**src/rtl/ddr2trk_pkg.sv**
```systemverilog
package ddr2trk_pkg;

  typedef enum logic [2:0] {
    CMD_NOP,
    CMD_DESEL,
    CMD_ACT,
    CMD_RD,
    CMD_WR,
    CMD_PRE,
    CMD_REF,
    CMD_MRS
  } cmd_e;

  typedef enum logic [1:0] {
    LP_NONE     = 2'd0,
    LP_PRE_PD   = 2'd1,
    LP_ACT_PD   = 2'd2,
    LP_SELF_REF = 2'd3
  } lp_e;

endpackage

```
**src/rtl/ddr2trk_decode.sv**
```systemverilog
module ddr2trk_decode
  import ddr2trk_pkg::*;
(
  input  logic cs_n,
  input  logic ras_n,
  input  logic cas_n,
  input  logic we_n,
  output cmd_e cmd
);

  always_comb begin
    cmd = CMD_NOP;
    if (cs_n) begin
      cmd = CMD_DESEL;
    end else begin
      unique case ({ras_n, cas_n, we_n})
        3'b011:  cmd = CMD_ACT;
        3'b101:  cmd = CMD_RD;
        3'b100:  cmd = CMD_WR;
        3'b010:  cmd = CMD_PRE;
        3'b001:  cmd = CMD_REF;
        3'b000:  cmd = CMD_MRS;
        default: cmd = CMD_NOP;
      endcase
    end
  end

endmodule

```
**src/rtl/ddr2trk_bank.sv**
```systemverilog
module ddr2trk_bank #(
  parameter int ROW_W    = 14,
  parameter int AP_DELAY = 6
) (
  input  logic             clk,
  input  logic             rst_n,
  input  logic             act_set,
  input  logic             pre_clr,
  input  logic             ap_arm,
  input  logic [ROW_W-1:0] row_in,
  output logic             open_o,
  output logic             closing_o,
  output logic [ROW_W-1:0] row_o
);

  localparam int CNT_W = $clog2(AP_DELAY + 1);

  logic             open_q, open_d;
  logic [ROW_W-1:0] row_q, row_d;
  logic [CNT_W-1:0] cnt_q, cnt_d;

  // auto-precharge completes on the edge where the count leaves 1
  assign closing_o = (cnt_q == CNT_W'(1));

  always_comb begin
    open_d = open_q;
    row_d  = row_q;
    cnt_d  = cnt_q;
    if (cnt_q != '0) begin
      cnt_d = cnt_q - CNT_W'(1);
      if (closing_o) begin
        open_d = 1'b0;
      end
    end
    if (pre_clr) begin
      open_d = 1'b0;
      cnt_d  = '0;
    end
    if (act_set) begin
      open_d = 1'b1;
      row_d  = row_in;
    end
    if (ap_arm) begin
      cnt_d = CNT_W'(AP_DELAY);
    end
  end

  always_ff @(posedge clk or negedge rst_n) begin
    if (!rst_n) begin
      open_q <= 1'b0;
      cnt_q  <= '0;
    end else begin
      open_q <= open_d;
      cnt_q  <= cnt_d;
    end
  end

  always_ff @(posedge clk or negedge rst_n) begin
    if (!rst_n) begin
      row_q <= '0;
    end else if (act_set) begin
      row_q <= row_d;
    end
  end

  assign open_o = open_q;
  assign row_o  = row_q;

endmodule

```
**src/rtl/ddr2trk_power.sv**
```systemverilog
module ddr2trk_power
  import ddr2trk_pkg::*;
#(
  parameter int BURST_CYC = 4
) (
  input  logic clk,
  input  logic rst_n,
  input  logic cke,
  input  logic is_ref,
  input  logic any_open,
  input  logic acc_start,
  output lp_e  lp_mode,
  output logic normal,
  output logic err_cke
);

  localparam int BU_W = $clog2(BURST_CYC + 1);

  lp_e             lp_q, lp_d;
  logic [BU_W-1:0] burst_q, burst_d;
  logic            err_q, err_d;

  assign normal = (lp_q == LP_NONE);

  always_comb begin
    lp_d    = lp_q;
    err_d   = 1'b0;
    burst_d = (burst_q != '0) ? burst_q - BU_W'(1) : '0;
    if (acc_start) begin
      burst_d = BU_W'(BURST_CYC);
    end
    if (normal && !cke) begin
      err_d = (burst_q != '0);
      if (is_ref && !any_open) begin
        lp_d = LP_SELF_REF;
      end else if (any_open) begin
        lp_d = LP_ACT_PD;
      end else begin
        lp_d = LP_PRE_PD;
      end
    end else if (!normal && cke) begin
      lp_d = LP_NONE;
    end
  end

  always_ff @(posedge clk or negedge rst_n) begin
    if (!rst_n) begin
      lp_q    <= LP_NONE;
      burst_q <= '0;
      err_q   <= 1'b0;
    end else begin
      lp_q    <= lp_d;
      burst_q <= burst_d;
      err_q   <= err_d;
    end
  end

  assign lp_mode = lp_q;
  assign err_cke = err_q;

endmodule

```
**src/rtl/ddr2_cmd_tracker.sv**
```systemverilog
module ddr2_cmd_tracker
  import ddr2trk_pkg::*;
#(
  parameter int BA_W      = 2,
  parameter int ADDR_W    = 14,
  parameter int AP_BIT    = 10,
  parameter int AP_DELAY  = 6,
  parameter int BURST_CYC = 4
) (
  input  logic                           clk,
  input  logic                           rst_n,
  input  logic                           cke,
  input  logic                           cs_n,
  input  logic                           ras_n,
  input  logic                           cas_n,
  input  logic                           we_n,
  input  logic [BA_W-1:0]                ba,
  input  logic [ADDR_W-1:0]              addr,
  output logic [(1<<BA_W)-1:0]           bank_open,
  output logic [(1<<BA_W)*ADDR_W-1:0]    bank_row,
  output logic [(1<<BA_W)*ADDR_W-1:0]    mode_regs,
  output logic [1:0]                     lp_mode,
  output logic                           err_proto,
  output logic                           err_cke
);

  localparam int NB = 1 << BA_W;

  // reset: asserted at once, released after two edges
  logic [1:0] sync_q;
  logic       rst_i;

  always_ff @(posedge clk or negedge rst_n) begin
    if (!rst_n) begin
      sync_q <= 2'b00;
    end else begin
      sync_q <= {sync_q[0], 1'b1};
    end
  end
  assign rst_i = sync_q[1];

  cmd_e cmd;

  ddr2trk_decode u_dec (
    .cs_n  (cs_n),
    .ras_n (ras_n),
    .cas_n (cas_n),
    .we_n  (we_n),
    .cmd   (cmd)
  );

  logic [NB-1:0] open_v, closing_v, eff_open;
  logic          any_eff;
  logic          normal, take, is_rdwr, acc_ok, mrs_ok, err_d, err_q;
  lp_e           lp_s;

  assign eff_open = open_v & ~closing_v;
  assign any_eff  = |eff_open;
  assign take     = cke && normal;
  assign is_rdwr  = (cmd == CMD_RD) || (cmd == CMD_WR);
  assign acc_ok   = take && is_rdwr && eff_open[ba];
  assign mrs_ok   = take && (cmd == CMD_MRS) && !any_eff;

  ddr2trk_power #(
    .BURST_CYC (BURST_CYC)
  ) u_pwr (
    .clk       (clk),
    .rst_n     (rst_i),
    .cke       (cke),
    .is_ref    (cmd == CMD_REF),
    .any_open  (any_eff),
    .acc_start (acc_ok),
    .lp_mode   (lp_s),
    .normal    (normal),
    .err_cke   (err_cke)
  );

  for (genvar g = 0; g < NB; g++) begin : g_bank
    logic sel;
    assign sel = (ba == BA_W'(g));

    ddr2trk_bank #(
      .ROW_W    (ADDR_W),
      .AP_DELAY (AP_DELAY)
    ) u_bank (
      .clk       (clk),
      .rst_n     (rst_i),
      .act_set   (take && (cmd == CMD_ACT) && sel && !eff_open[g]),
      .pre_clr   (take && (cmd == CMD_PRE) && (addr[AP_BIT] || sel)),
      .ap_arm    (acc_ok && sel && addr[AP_BIT]),
      .row_in    (addr),
      .open_o    (open_v[g]),
      .closing_o (closing_v[g]),
      .row_o     (bank_row[g*ADDR_W +: ADDR_W])
    );

    logic [ADDR_W-1:0] mr_q;
    always_ff @(posedge clk or negedge rst_i) begin
      if (!rst_i) begin
        mr_q <= '0;
      end else if (mrs_ok && sel) begin
        mr_q <= addr;
      end
    end
    assign mode_regs[g*ADDR_W +: ADDR_W] = mr_q;
  end

  always_comb begin
    err_d = 1'b0;
    if (take) begin
      unique case (cmd)
        CMD_ACT:        err_d = eff_open[ba];
        CMD_RD, CMD_WR: err_d = !eff_open[ba];
        CMD_MRS:        err_d = any_eff;
        default:        err_d = 1'b0;
      endcase
    end
    if (normal && (cmd == CMD_REF) && any_eff) begin
      err_d = 1'b1;
    end
  end

  always_ff @(posedge clk or negedge rst_i) begin
    if (!rst_i) begin
      err_q <= 1'b0;
    end else begin
      err_q <= err_d;
    end
  end

  assign bank_open = open_v;
  assign lp_mode   = lp_s;
  assign err_proto = err_q;

endmodule

```
**config.mk**
```make
export PLATFORM = sky130hd
export DESIGN_NAME = ddr2_cmd_tracker
export DESIGN_NICKNAME = d
export VERILOG_FILES = /design/src/rtl/ddr2trk_pkg.sv /design/src/rtl/ddr2trk_decode.sv /design/src/rtl/ddr2trk_bank.sv /design/src/rtl/ddr2trk_power.sv /design/src/rtl/ddr2_cmd_tracker.sv
export SDC_FILE = /design/constraint.sdc
export NUM_CORES = 1
export LEC_CHECK = 0
export CORE_ASPECT_RATIO = 0.75
export CORE_MARGIN = 2
export CORE_UTILIZATION = 55
export DETAILED_ROUTE_END_ITERATION = 8
export DONT_BUFFER_PORTS = 1
export GPL_TIMING_DRIVEN = 1
export PLACE_DENSITY = 0.69
export SYNTH_ARGS = -nofsm -noshare
export SYNTH_HDL_FRONTEND = slang
export SYNTH_SLANG_ARGS = --single-unit
```
**constraint.sdc**
```tcl
create_clock -name clk -period 12 [get_ports clk]
set_input_delay 1.2 -clock clk [delete_from_list [all_inputs] [get_ports clk]]
set_output_delay 1.2 -clock clk [all_outputs]
set_load 0.1 [all_outputs]
```
==> impl_metrics.py, run 1 <==
metrics = {
    "clocking": {
        "hold_buffers": 0,
        "clockBufferDepth": 2,
        "htreeDepth": 4,
        "cts.repair.resized": 0,
        "cts_tree": "built",
        "path_clk_slew_ns": 0.07,
        "cts_made_buffers": 17,
        "clk_latency_ns": 0.42,
        "post_cts_buffers": 0,
        "cts_root_buf": "clkbuf_16",
        "numClockSinks": 137,
    },
    "worst_setup_path": {
        "crit_arrival_ns": 3.24,
        "reg2reg_setup_slack_ns": 9.06,
        "cp_max_fo": 14,
        "r2r_end": "g_bank[3].mr_q[9]$_DFFE_PN0P_",
        "end_kind": "register",
        "cp-start-kind": "register",
        "crit_start": "u_pwr.lp_mode[0]$_DFFE_PN0P_",
        "crit_required_ns": 12.30,
        "reg2regPathDepth": 6,
        "setup.worst_path.class": "reg2reg",
        "r2r-start": "u_pwr.lp_mode[0]$_DFFE_PN0P_",
    },
    "routing": {
        "wl_per_cell_um": 22.9,
        "drc": 0,
        "via_count": 3333,
        "drt_first_iter_violations": 189,
        "wl_um": 12900,
        "drtPass1Iterations": 6,
        "final_antenna_net_count": 0,
        "vias_per_cell": 5.94,
    },
    "sta": {
        "rsz0062_at_grt": "false",
        "period_share_pct": 24.5,
        "relSlewSlack_pct": 26.5,
        "finalHoldViolCount": 0,
        "fin_skew_ns": 0.0107,
        "finalSetupTns_ns": 0,
        "hold_ws_ns": 0.355,
        "worst_pin_slew_ns": 1.10,
        "setup_ws_ns": 9.06,
        "clock.fmax_mhz": 340,
        "setup_viol": 0,
        "period_minus_slack_ns": 2.94,
        "maxSlewViolCount": 0,
    },
    "die": {
        "rows": 33,
        "die_h_um": 95.0,
        "die-area_um2": 11900,
        "initial_core_util_pct": 55.9,
        "core_um2": 10900,
        "die_w_um": 125,
        "io_pins": 143,
    },
    "flow_run": {
        "drv_cap": 0,
    },
    "power": {
        "ir_worst_vdd_mv": 0.150,
        "power.density_nw_per_um2": 309,
        "p_leak_nw": 3.38,
    },
    "global_route": {
        "antenna_found_initial": 0,
        "grt_pass1_vias": 3528,
        "grt_pass1_wl_um": 20200,
        "overflow": 0,
        "track_usage_pct": 22.5,
        "grt_max_degree": 73,
    },
    "yosys": {
        "synth_seq_cells": 137,
        "yosysTopAreaCell": "dfrtp_1",
        "netlist.area_leader.share_pct": 56.5,
        "syn_nets": 446,
        "yosysWarnings": 0,
        "seq_area_frac_synth_pct": 56.5,
        "synth_top_cells_by_area": "dfrtp_1 56%, mux2_2 13%, mux2_4 11%, ha_1 3.3%, buf_6 1.5%",
        "synthDistinctLibCells": 46,
        "syn_area_um2": 6070,
        "synth_cells": 407,
        "synth_area_per_cell_um2": 14.9,
    },
    "place": {
        "dp.cells": 529,
        "portBuffers": 0,
        "hpwl_um": 8770,
        "dp_slack_ns": 8.94,
        "gp_congestion": 0.768,
    },
    "worst_hold_path": {
        "hold_path_depth": 0,
        "hp-class": "reg2reg",
        "hold_start": "sync_q[0]$_DFF_PN0_",
        "min_to": "sync_q[1]$_DFF_PN0_",
    },
    "status": {
        "outcome": "finished clean",
    },
    "finish": {
        "layout_commonest_cell": "dfrtp_1",
        "antennaDiodeCount": 0,
        "finalNonFillerCells": 561,
        "area_growth_pct": 9.75,
        "nets": 447,
        "drive_gt1_share_pct": 39.0,
        "layout_common_cells": "136 x dfrtp_1, 72 x mux2_2, 43 x mux2_4",
    },
}
==> flip-flops by register name (all words and copies together) (netlist names) <==
| signal | cells |
|---|---|
| err_proto | 1 |
| sync_q | 2 |
| g_bank.u_bank.row_o | 56 |
| u_pwr.err_cke | 1 |
| g_bank.mr_q | 56 |
| g_bank.u_bank.open_o | 4 |
| u_pwr.lp_mode | 2 |
| u_pwr.burst_q | 3 |
| g_bank.u_bank.cnt_q | 12 |
==> per-stage QoR <==
| step | total power [mW] | cell area [µm²] | utilization [%] |
|---|---|---|---|
| after floorplan | 1.51 | 6070 | - |
| after global placement | 1.56 | 6100 | 56.2 |
| after detailed placement | 1.58 | 6100 | 56.2 |
| after CTS | 2.07 | 6660 | 61.3 |
| after global routing | 2.13 | 6660 | 61.3 |
| final | 2.06 | 6660 | 61.3 |
==> Yosys cell counts, drive strengths merged <==
| library cell | count |
|---|---|
| nor4 | 1 |
| o211a | 1 |
| nand2 | 20 |
| dfrtp | 137 |
| a311oi | 1 |
| nor3 | 2 |
| or4b | 1 |
| o31ai | 1 |
| o21ai | 1 |
| or2b | 2 |
| mux2i | 1 |
| nand3 | 8 |
| a21oi | 4 |
| a21o | 2 |
| a32o | 8 |
| nand2b | 8 |
| inv | 13 |
| nand4 | 5 |
| and4bb | 1 |
| a22oi | 3 |
| and4 | 1 |
| or2 | 1 |
| xnor2 | 4 |
| clkbuf | 4 |
| o211ai | 6 |
| and2 | 3 |
| ha | 16 |
| nor2b | 2 |
| buf | 15 |
| conb | 1 |
| a21boi | 1 |
| a211oi | 1 |
| a221o | 1 |
| nor2 | 11 |
| a31oi | 4 |
| a41oi | 1 |
| mux2 | 115 |
==> area by class of cell <==
class	instances	area, µm²
timing repair buffer	1	7.51
inverter	13	48.8
clock inverter	15	131
sequential	137	3430
clock buffer	17	425
multi-input combinational	238	2440
tap	140	175
fill	820	4200
==> cell families (layout without fill, tap and decap cells) <==
logic type / after synthesis / in the layout / share of synthesized area, %
flops: 137 / 137 / 56.5
other cells: 1 / 1 / 0.0618
compound gates: 35 / 35 / 4.95
xor+xnor: 4 / 4 / 0.577
buf+inv: 32 / 46 / 3.30
simple gates: 66 / 66 / 7.17
mux: 116 / 116 / 24.2
fa+ha+maj: 16 / 16 / 3.30
==> worst max-delay path, cell delays in order, from the launching register on <==
cell      delay [ns]
dfrtp_1         0.75
nor2_1          0.30
ha_1            0.25
nand2b_1        0.11
nor4_4          0.48
nand4_4         0.48
mux2_4          0.45
==> power breakdown <==
group,total [mW],internal [mW],switching [mW]
registers,1.28,0.555,0.726
logic,0.289,0.162,0.127
clock network,0.486,0.271,0.215
total,2.06,0.988,1.07
==> per-layer routing <==
layer  vias to the layer above  GRT usage, %  part of all wire, %
met4                         0          8.24                  1.3
li1                       1465             -                    -
met5                         -             0                    0
met1                      1728          29.8                   44
met2                       122          33.3                   46
met3                        18          9.58                  9.5
==> worst max-delay path by stage <==
stage | to | slack, ns | depth (start not counted)
5_1_grt | g_bank[3].mr_q[11]$_DFFE_PN0P_ | 8.88 | 6
2_1_floorplan | err_proto$_DFF_PN0_ | 7.90 | 0
3_3_place_gp | g_bank[0].mr_q[9]$_DFFE_PN0P_ | 8.99 | 5
4_1_cts | g_bank[0].mr_q[9]$_DFFE_PN0P_ | 9.03 | 6
6_report | g_bank[3].mr_q[9]$_DFFE_PN0P_ | 9.06 | 6
3_5_place_dp | g_bank[3].mr_q[9]$_DFFE_PN0P_ | 8.94 | 5
No activity file was read; power rests on OpenSTA's default activity.
==> run 2: changes to the inputs <==
- ABC_AREA: not set -> 1
- PLACE_DENSITY: 0.69 -> 0.72
- clock period: 12 -> 2.41 ns (I/O delays scaled with it)
==> run 2 against run 1 <==
  * Core utilization is 13 points higher
  * Final cell count rose by 52%
  * Sequential share of layout area fell by 4.5 points
  * Sequential cell count unchanged
  * Worst hold slack worse by 0.32 ns
  * Critical path type unchanged
  * Largest cell class unchanged
==> impl_metrics.py, run 2 <==
metrics = {
    "die": {
        "initial_core_util_pct": 57.4,
        "die_w_um": 121,
        "die-area_um2": 11000,
        "rows": 31,
        "die_h_um": 91.4,
        "io_pins": 143,
        "core_um2": 9770,
    },
    "worst_hold_path": {
        "hold_path_depth": 2,
        "hold_start": "we_n",
        "hp-class": "in2reg",
        "min_to": "u_pwr.lp_mode[1]$_DFFE_PN0P_",
    },
    "clocking": {
        "htreeDepth": 4,
        "clk_latency_ns": 0.42,
        "cts_made_buffers": 17,
        "cts_root_buf": "clkbuf_16",
        "clockBufferDepth": 2,
        "path_clk_slew_ns": 0.06,
        "numClockSinks": 137,
        "cts_tree": "built",
        "cts.repair.resized": 0,
    },
    "global_route": {
        "antenna_found_initial": 0,
        "overflow": 0,
        "grt_pass1_wl_um": 24500,
        "track_usage_pct": 30.1,
        "grt_max_degree": 88,
        "grt_pass1_vias": 4697,
    },
    "worst_setup_path": {
        "crit_required_ns": 2.69,
        "setup.worst_path.class": "reg2reg",
        "reg2reg_setup_slack_ns": 0.05,
        "cp-start-kind": "register",
        "cp_max_fo": 28,
        "r2r_end": "g_bank[0].mr_q[5]$_DFFE_PN0P_",
        "reg2regPathDepth": 7,
        "crit_arrival_ns": 2.64,
        "end_kind": "register",
        "r2r-start": "u_pwr.lp_mode[0]$_DFFE_PN0P_",
    },
    "power": {
        "pwr-share-comb_pct": 42.2,
        "swShare_pct": 45.4,
        "ir_worst_vdd_mv": 0.785,
        "seq_power_share_pct": 29.1,
        "p_sw_mw": 4.68,
        "internal_power_mw": 5.63,
        "power_frac_clock_pct": 28.7,
        "power.density_nw_per_um2": 1410,
        "p_leak_nw": 3.79,
    },
    "yosys": {
        "synth_seq_cells": 137,
        "synthFlopType": "dfrtp_1",
        "synth_top_cells_by_area": "dfrtp_1 61%, nand2_1 10%, o21ai_0 7.1%, o21ai_1 3.9%, ha_1 3.6%",
        "synth_cells": 585,
        "syn_area_um2": 5610,
        "synth_common_cells": "153 x nand2_1, 137 x dfrtp_1, 79 x o21ai_0, 51 x inv_1, 44 x o21ai_1",
        "async_flop_share_pct": 100,
        "synth_edf_count": 0,
        "synth_area_per_cell_um2": 9.58,
        "seq_area_frac_synth_pct": 61.1,
        "yosysTopAreaCell": "dfrtp_1",
        "synth_most_common_cell": "nand2_1",
        "synthDistinctLibCells": 24,
        "syn_nets": 624,
        "netlist.area_leader.share_pct": 61.1,
        "yosysWarnings": 0,
    },
    "sta": {
        "period_minus_slack_ns": 2.36,
        "period_share_pct": 98.1,
        "finalSetupTns_ns": 0,
        "finalHoldViolCount": 0,
        "relSlewSlack_pct": 40.5,
        "fin_skew_ns": 0.00652,
        "rsz0062_at_grt": "true",
        "maxSlewViolCount": 0,
        "setup_ws_ns": 0.0461,
        "setup_viol": 0,
        "clock.fmax_mhz": 423,
        "worst_pin_slew_ns": 0.893,
    },
    "place": {
        "dp_slack_ns": 0.106,
        "dp.cells": 817,
        "hpwl_um": 10300,
        "gp_congestion": 0.855,
        "portBuffers": 0,
    },
    "routing": {
        "vias_per_cell": 5.46,
        "drtPass1Iterations": 5,
        "drt_first_iter_violations": 387,
        "wl_um": 15600,
        "final_antenna_net_count": 0,
        "via_count": 4638,
        "drc": 0,
        "wl_per_cell_um": 18.3,
    },
    "flow_run": {
        "drv_cap": 0,
    },
    "finish": {
        "layout_commonest_cell": "nand2_1",
        "finalNonFillerCells": 850,
        "drive_gt1_share_pct": 23.7,
        "layout_common_cells": "153 x nand2_1, 136 x dfrtp_1, 123 x buf_4",
        "nets": 744,
        "area_growth_pct": 30.1,
        "antennaDiodeCount": 0,
    },
    "status": {
        "outcome": "finished clean",
    },
}
[run 2: metrics by stage]
stage / hold WS (ns) / util, % / area [µm²] / power [mW]
2_1_floorplan: -0.0546 / - / 5610 / 6.43
3_3_place_gp: -0.0545 / 67.6 / 6610 / 7.21
5_1_grt: 0.0362 / 74.7 / 7300 / 10.7
4_1_cts: 0.0204 / 74.7 / 7300 / 10.3
3_5_place_dp: -0.0545 / 67.6 / 6610 / 7.33
6_report: 0.0371 / 74.7 / 7300 / 10.3
[run 2: timing repair]
item / in CTS / in global routing
hold buffers: 1 / 0
endpoints found under the setup margin: 0 / 53
hold endpoints to repair: 2 / 0
buffers inserted: 0 / 0
[run 2: cells by family after synthesis]
logic type	Yosys count	share of synthesized area, %
AOI/OAI and AO/OA	132	12.0
xor gates and xnor gates	6	0.937
adders and majority gates	16	3.57
buffers and inverters	76	5.80
DFF	137	61.1
other	1	0.0669
and+or+nand+nor	217	16.5
[run 2: layout make-up]
cell class / count / area [µm²]
fill: 688 / 2480
tap: 132 / 165
inverter: 51 / 191
multi-input combinational: 372 / 1850
clock buffer: 22 / 494
sequential: 137 / 3430
timing repair buffer: 126 / 973
clock inverter: 10 / 188
[run 2: worst max-delay path by stage]
stage / endpoint / start / slack, ns / cells past startpoint
finish: g_bank[0].mr_q[5]$_DFFE_PN0P_ / u_pwr.lp_mode[0]$_DFFE_PN0P_ / 0.05 / 7
global route: g_bank[3].mr_q[7]$_DFFE_PN0P_ / u_pwr.lp_mode[0]$_DFFE_PN0P_ / -0.17 / 6
CTS: g_bank[1].mr_q[13]$_DFFE_PN0P_ / u_pwr.lp_mode[0]$_DFFE_PN0P_ / 0.04 / 7
detailed placement: g_bank[0].mr_q[5]$_DFFE_PN0P_ / u_pwr.lp_mode[0]$_DFFE_PN0P_ / 0.11 / 7
global placement: g_bank[3].mr_q[7]$_DFFE_PN0P_ / u_pwr.lp_mode[0]$_DFFE_PN0P_ / 0.28 / 6
floorplan: g_bank[2].mr_q[10]$_DFFE_PN0P_ / u_pwr.lp_mode[0]$_DFFE_PN0P_ / 0.03 / 8
[run 2: critical path: stages (launching register included)]
cell	delay, ns
dfrtp_1	0.38
nor2_1	0.16
ha_1	0.22
nand2_1	0.12
nor4_4	0.46
nand3_2	0.56
nand2_1	0.22
o21ai_1	0.10
[run 2: routing by layer]
layer | track usage (%) | vias up | wire [µm]
met1 | 37.0 | 2249 | 6100
met4 | 13.9 | 0 | 471
li1 | - | 2140 | -
met5 | 0 | - | 0
met2 | 46.9 | 212 | 7410
met3 | 11.8 | 37 | 1610
[run 2: power by group through the flow]
stage / Clock, mW / Combinational (mW) / Sequential (mW)
6_report: 2.96 / 4.35 / 3.00
5_1_grt: 3.08 / 4.59 / 3.05
4_1_cts: 2.98 / 4.36 / 3.00
3_5_place_dp: 0 / 4.30 / 3.03
3_3_place_gp: 0 / 4.20 / 3.01
2_1_floorplan: 0 / 1.05 / 5.38
==> run 3: changes to the inputs <==
- ABC_AREA: 1 -> not set
- CTS_CLUSTER_DIAMETER: not set -> 80
==> run 3 against run 2 <==
  * Critical path depth did not move
  * Sequential cell count did not move
  * Clock skew rose by 0.0013 ns
  * Highest routed layer unchanged
  * First-iteration DRC count fell by 42%
  * Final area fell by 3.3%
  * Worst hold slack improved by 0.023 ns
  * Largest cell class unchanged
==> impl_metrics.py, run 3 (synthesis gave the netlist of run 1 again) <==
metrics = {
    "sta": {
        "worst_pin_slew_ns": 0.944,
        "clock.fmax_mhz": 449,
        "maxSlewViolCount": 0,
        "relSlewSlack_pct": 37.1,
        "setup_viol": 0,
        "rsz0062_at_grt": "false",
        "period_share_pct": 92.4,
        "finalHoldViolCount": 0,
        "fin_skew_ns": 0.00784,
        "period_minus_slack_ns": 2.23,
        "finalSetupTns_ns": 0,
    },
    "die": {
        "die_h_um": 95.0,
        "initial_core_util_pct": 55.9,
        "die_w_um": 125,
        "core_um2": 10900,
        "rows": 33,
        "io_pins": 143,
        "die-area_um2": 11900,
    },
    "clocking": {
        "htreeDepth": 4,
        "numClockSinks": 137,
        "cts.repair.resized": 0,
        "cts_root_buf": "clkbuf_16",
        "cts_made_buffers": 17,
        "clk_latency_ns": 0.41,
        "path_clk_slew_ns": 0.06,
        "clockBufferDepth": 2,
        "cts_tree": "built",
    },
    "routing": {
        "wl_um": 13700,
        "final_antenna_net_count": 0,
        "wl_per_cell_um": 23.0,
        "drt_first_iter_violations": 223,
        "drc": 0,
        "drtPass1Iterations": 4,
        "via_count": 3463,
        "vias_per_cell": 5.80,
    },
    "global_route": {
        "grt_pass1_wl_um": 21100,
        "overflow": 0,
        "grt_max_degree": 73,
        "track_usage_pct": 23.6,
        "antenna_found_initial": 0,
        "grt_pass1_vias": 3650,
    },
    "worst_setup_path": {
        "setup.worst_path.class": "reg2reg",
        "cp-start-kind": "register",
        "end_kind": "register",
        "crit_required_ns": 2.69,
        "crit_arrival_ns": 2.51,
        "cp_max_fo": 7,
    },
    "finish": {
        "area_growth_pct": 16.3,
        "layout_commonest_cell": "dfrtp_1",
        "nets": 483,
        "antennaDiodeCount": 0,
        "fillers": 794,
        "finish.utilization_pct": 65.0,
        "design_area_um2": 7060,
        "drive_gt1_share_pct": 40.9,
        "layout_common_cells": "134 x dfrtp_1, 72 x mux2_2, 43 x mux2_4",
    },
    "place": {
        "placed_area_um2": 6250,
        "gp_congestion": 0.799,
        "hpwl_um": 9180,
        "portBuffers": 0,
    },
    "power": {
        "pwr-share-comb_pct": 16.9,
        "seq_power_share_pct": 58.7,
        "ir_worst_vdd_mv": 0.804,
        "internal_power_mw": 5.19,
        "power_frac_clock_pct": 24.4,
        "p_leak_nw": 3.58,
        "p_sw_mw": 5.34,
        "power_mw": 10.5,
        "swShare_pct": 50.7,
        "power.density_nw_per_um2": 1490,
    },
    "flow_run": {
        "drv_cap": 0,
    },
    "worst_hold_path": {
        "hp-class": "in2async",
    },
    "status": {
        "outcome": "finished clean",
    },
}
## run 3: cell count changes in the layout (fill, tap and decap cells not counted), sizes merged, moves of 5 or more
cell | previous run | this run
a32o | 0 | 8
nor2 | 22 | 11
o21ai | 123 | 1
or2 | 6 | 1
buf | 125 | 22
nand2 | 154 | 20
inv | 51 | 18
nand2b | 0 | 8
nand4 | 10 | 5
mux2 | 0 | 115
dlygate4sd3 | 1 | 15
o211ai | 0 | 6
nand3 | 20 | 8
clkbuf | 22 | 17
## run 3: area by class of cell
cell class,count,area (µm²),share of cell area [%]
Clock buffer,17,425,6.03
Clock inverter,15,168,2.38
Inverter,13,48.8,0.691
Multi-Input combinational cell,238,2440,34.6
Sequential cell,137,3430,48.7
Tap cell,140,175,2.48
Timing Repair Buffer,37,365,5.18
## run 3: metal layers
layer  global-route usage, %  part of all wire (%)  wire length (µm)
met2                    35.9                    48              6530
met4                    6.67                   1.1               148
met5                       0                     0                 0
met3                    9.97                   7.9              1080
met1                    31.3                    43              5970
## run 3: critical path: stages, from the launching register on
cell	delay [ns]
dfrtp_2	0.40
nor2_1	0.15
ha_1	0.21
and4bb_4	0.31
and2_2	0.25
nand3_2	0.20
buf_4	0.28
mux2_2	0.29
## run 3: path summary, 6_finish.rpt
kind	start	end	slack (ns)	cells past startpoint
setup / recovery	u_pwr.lp_mode[0]$_DFFE_PN0P_	g_bank[2].u_bank.row_o[6]$_DFFE_PN0P_	0.18	7
hold / removal	rst_n	sync_q[1]$_DFF_PN0_	0.06	1
setup reg to reg	u_pwr.lp_mode[0]$_DFFE_PN0P_	g_bank[2].u_bank.row_o[6]$_DFFE_PN0P_	0.18	7
hold reg to reg	sync_q[1]$_DFF_PN0_	g_bank[0].mr_q[2]$_DFFE_PN0P_	0.32	0
max in group asynchronous	sync_q[1]$_DFF_PN0_	g_bank[0].mr_q[10]$_DFFE_PN0P_	1.32	1
min in group clk	addr[10]	g_bank[3].u_bank.open_o$_DFFE_PN0P_	0.09	2
## run 3: repair_timing
action,CTS,global route
endpoints found under the setup margin,0,40
hold buffers,15,0
endpoints found under the hold margin,114,0
setup buffers,0,3
## run 3: per-stage QoR
step	worst slack (ns)	hold slack, ns	std cells
final	0.184	0.0598	597
after global routing	0.0964	0.0508	597
after CTS	0.0466	0.0532	594
after detailed placement	0.0833	-0.0545	547
after global placement	0.153	-0.0545	547
after floorplan	-0.0427	-0.0546	407
## run 3: power by group through the flow
| stage | Sequential [mW] | Clock [mW] | Combinational [mW] |
|---|---|---|---|
| 2_1_floorplan | 6.15 | 0 | 1.38 |
| 3_3_place_gp | 6.20 | 0 | 1.62 |
| 3_5_place_dp | 6.22 | 0 | 1.72 |
| 4_1_cts | 6.18 | 2.61 | 1.78 |
| 5_1_grt | 6.25 | 2.73 | 1.96 |
| 6_report | 6.18 | 2.58 | 1.78 |
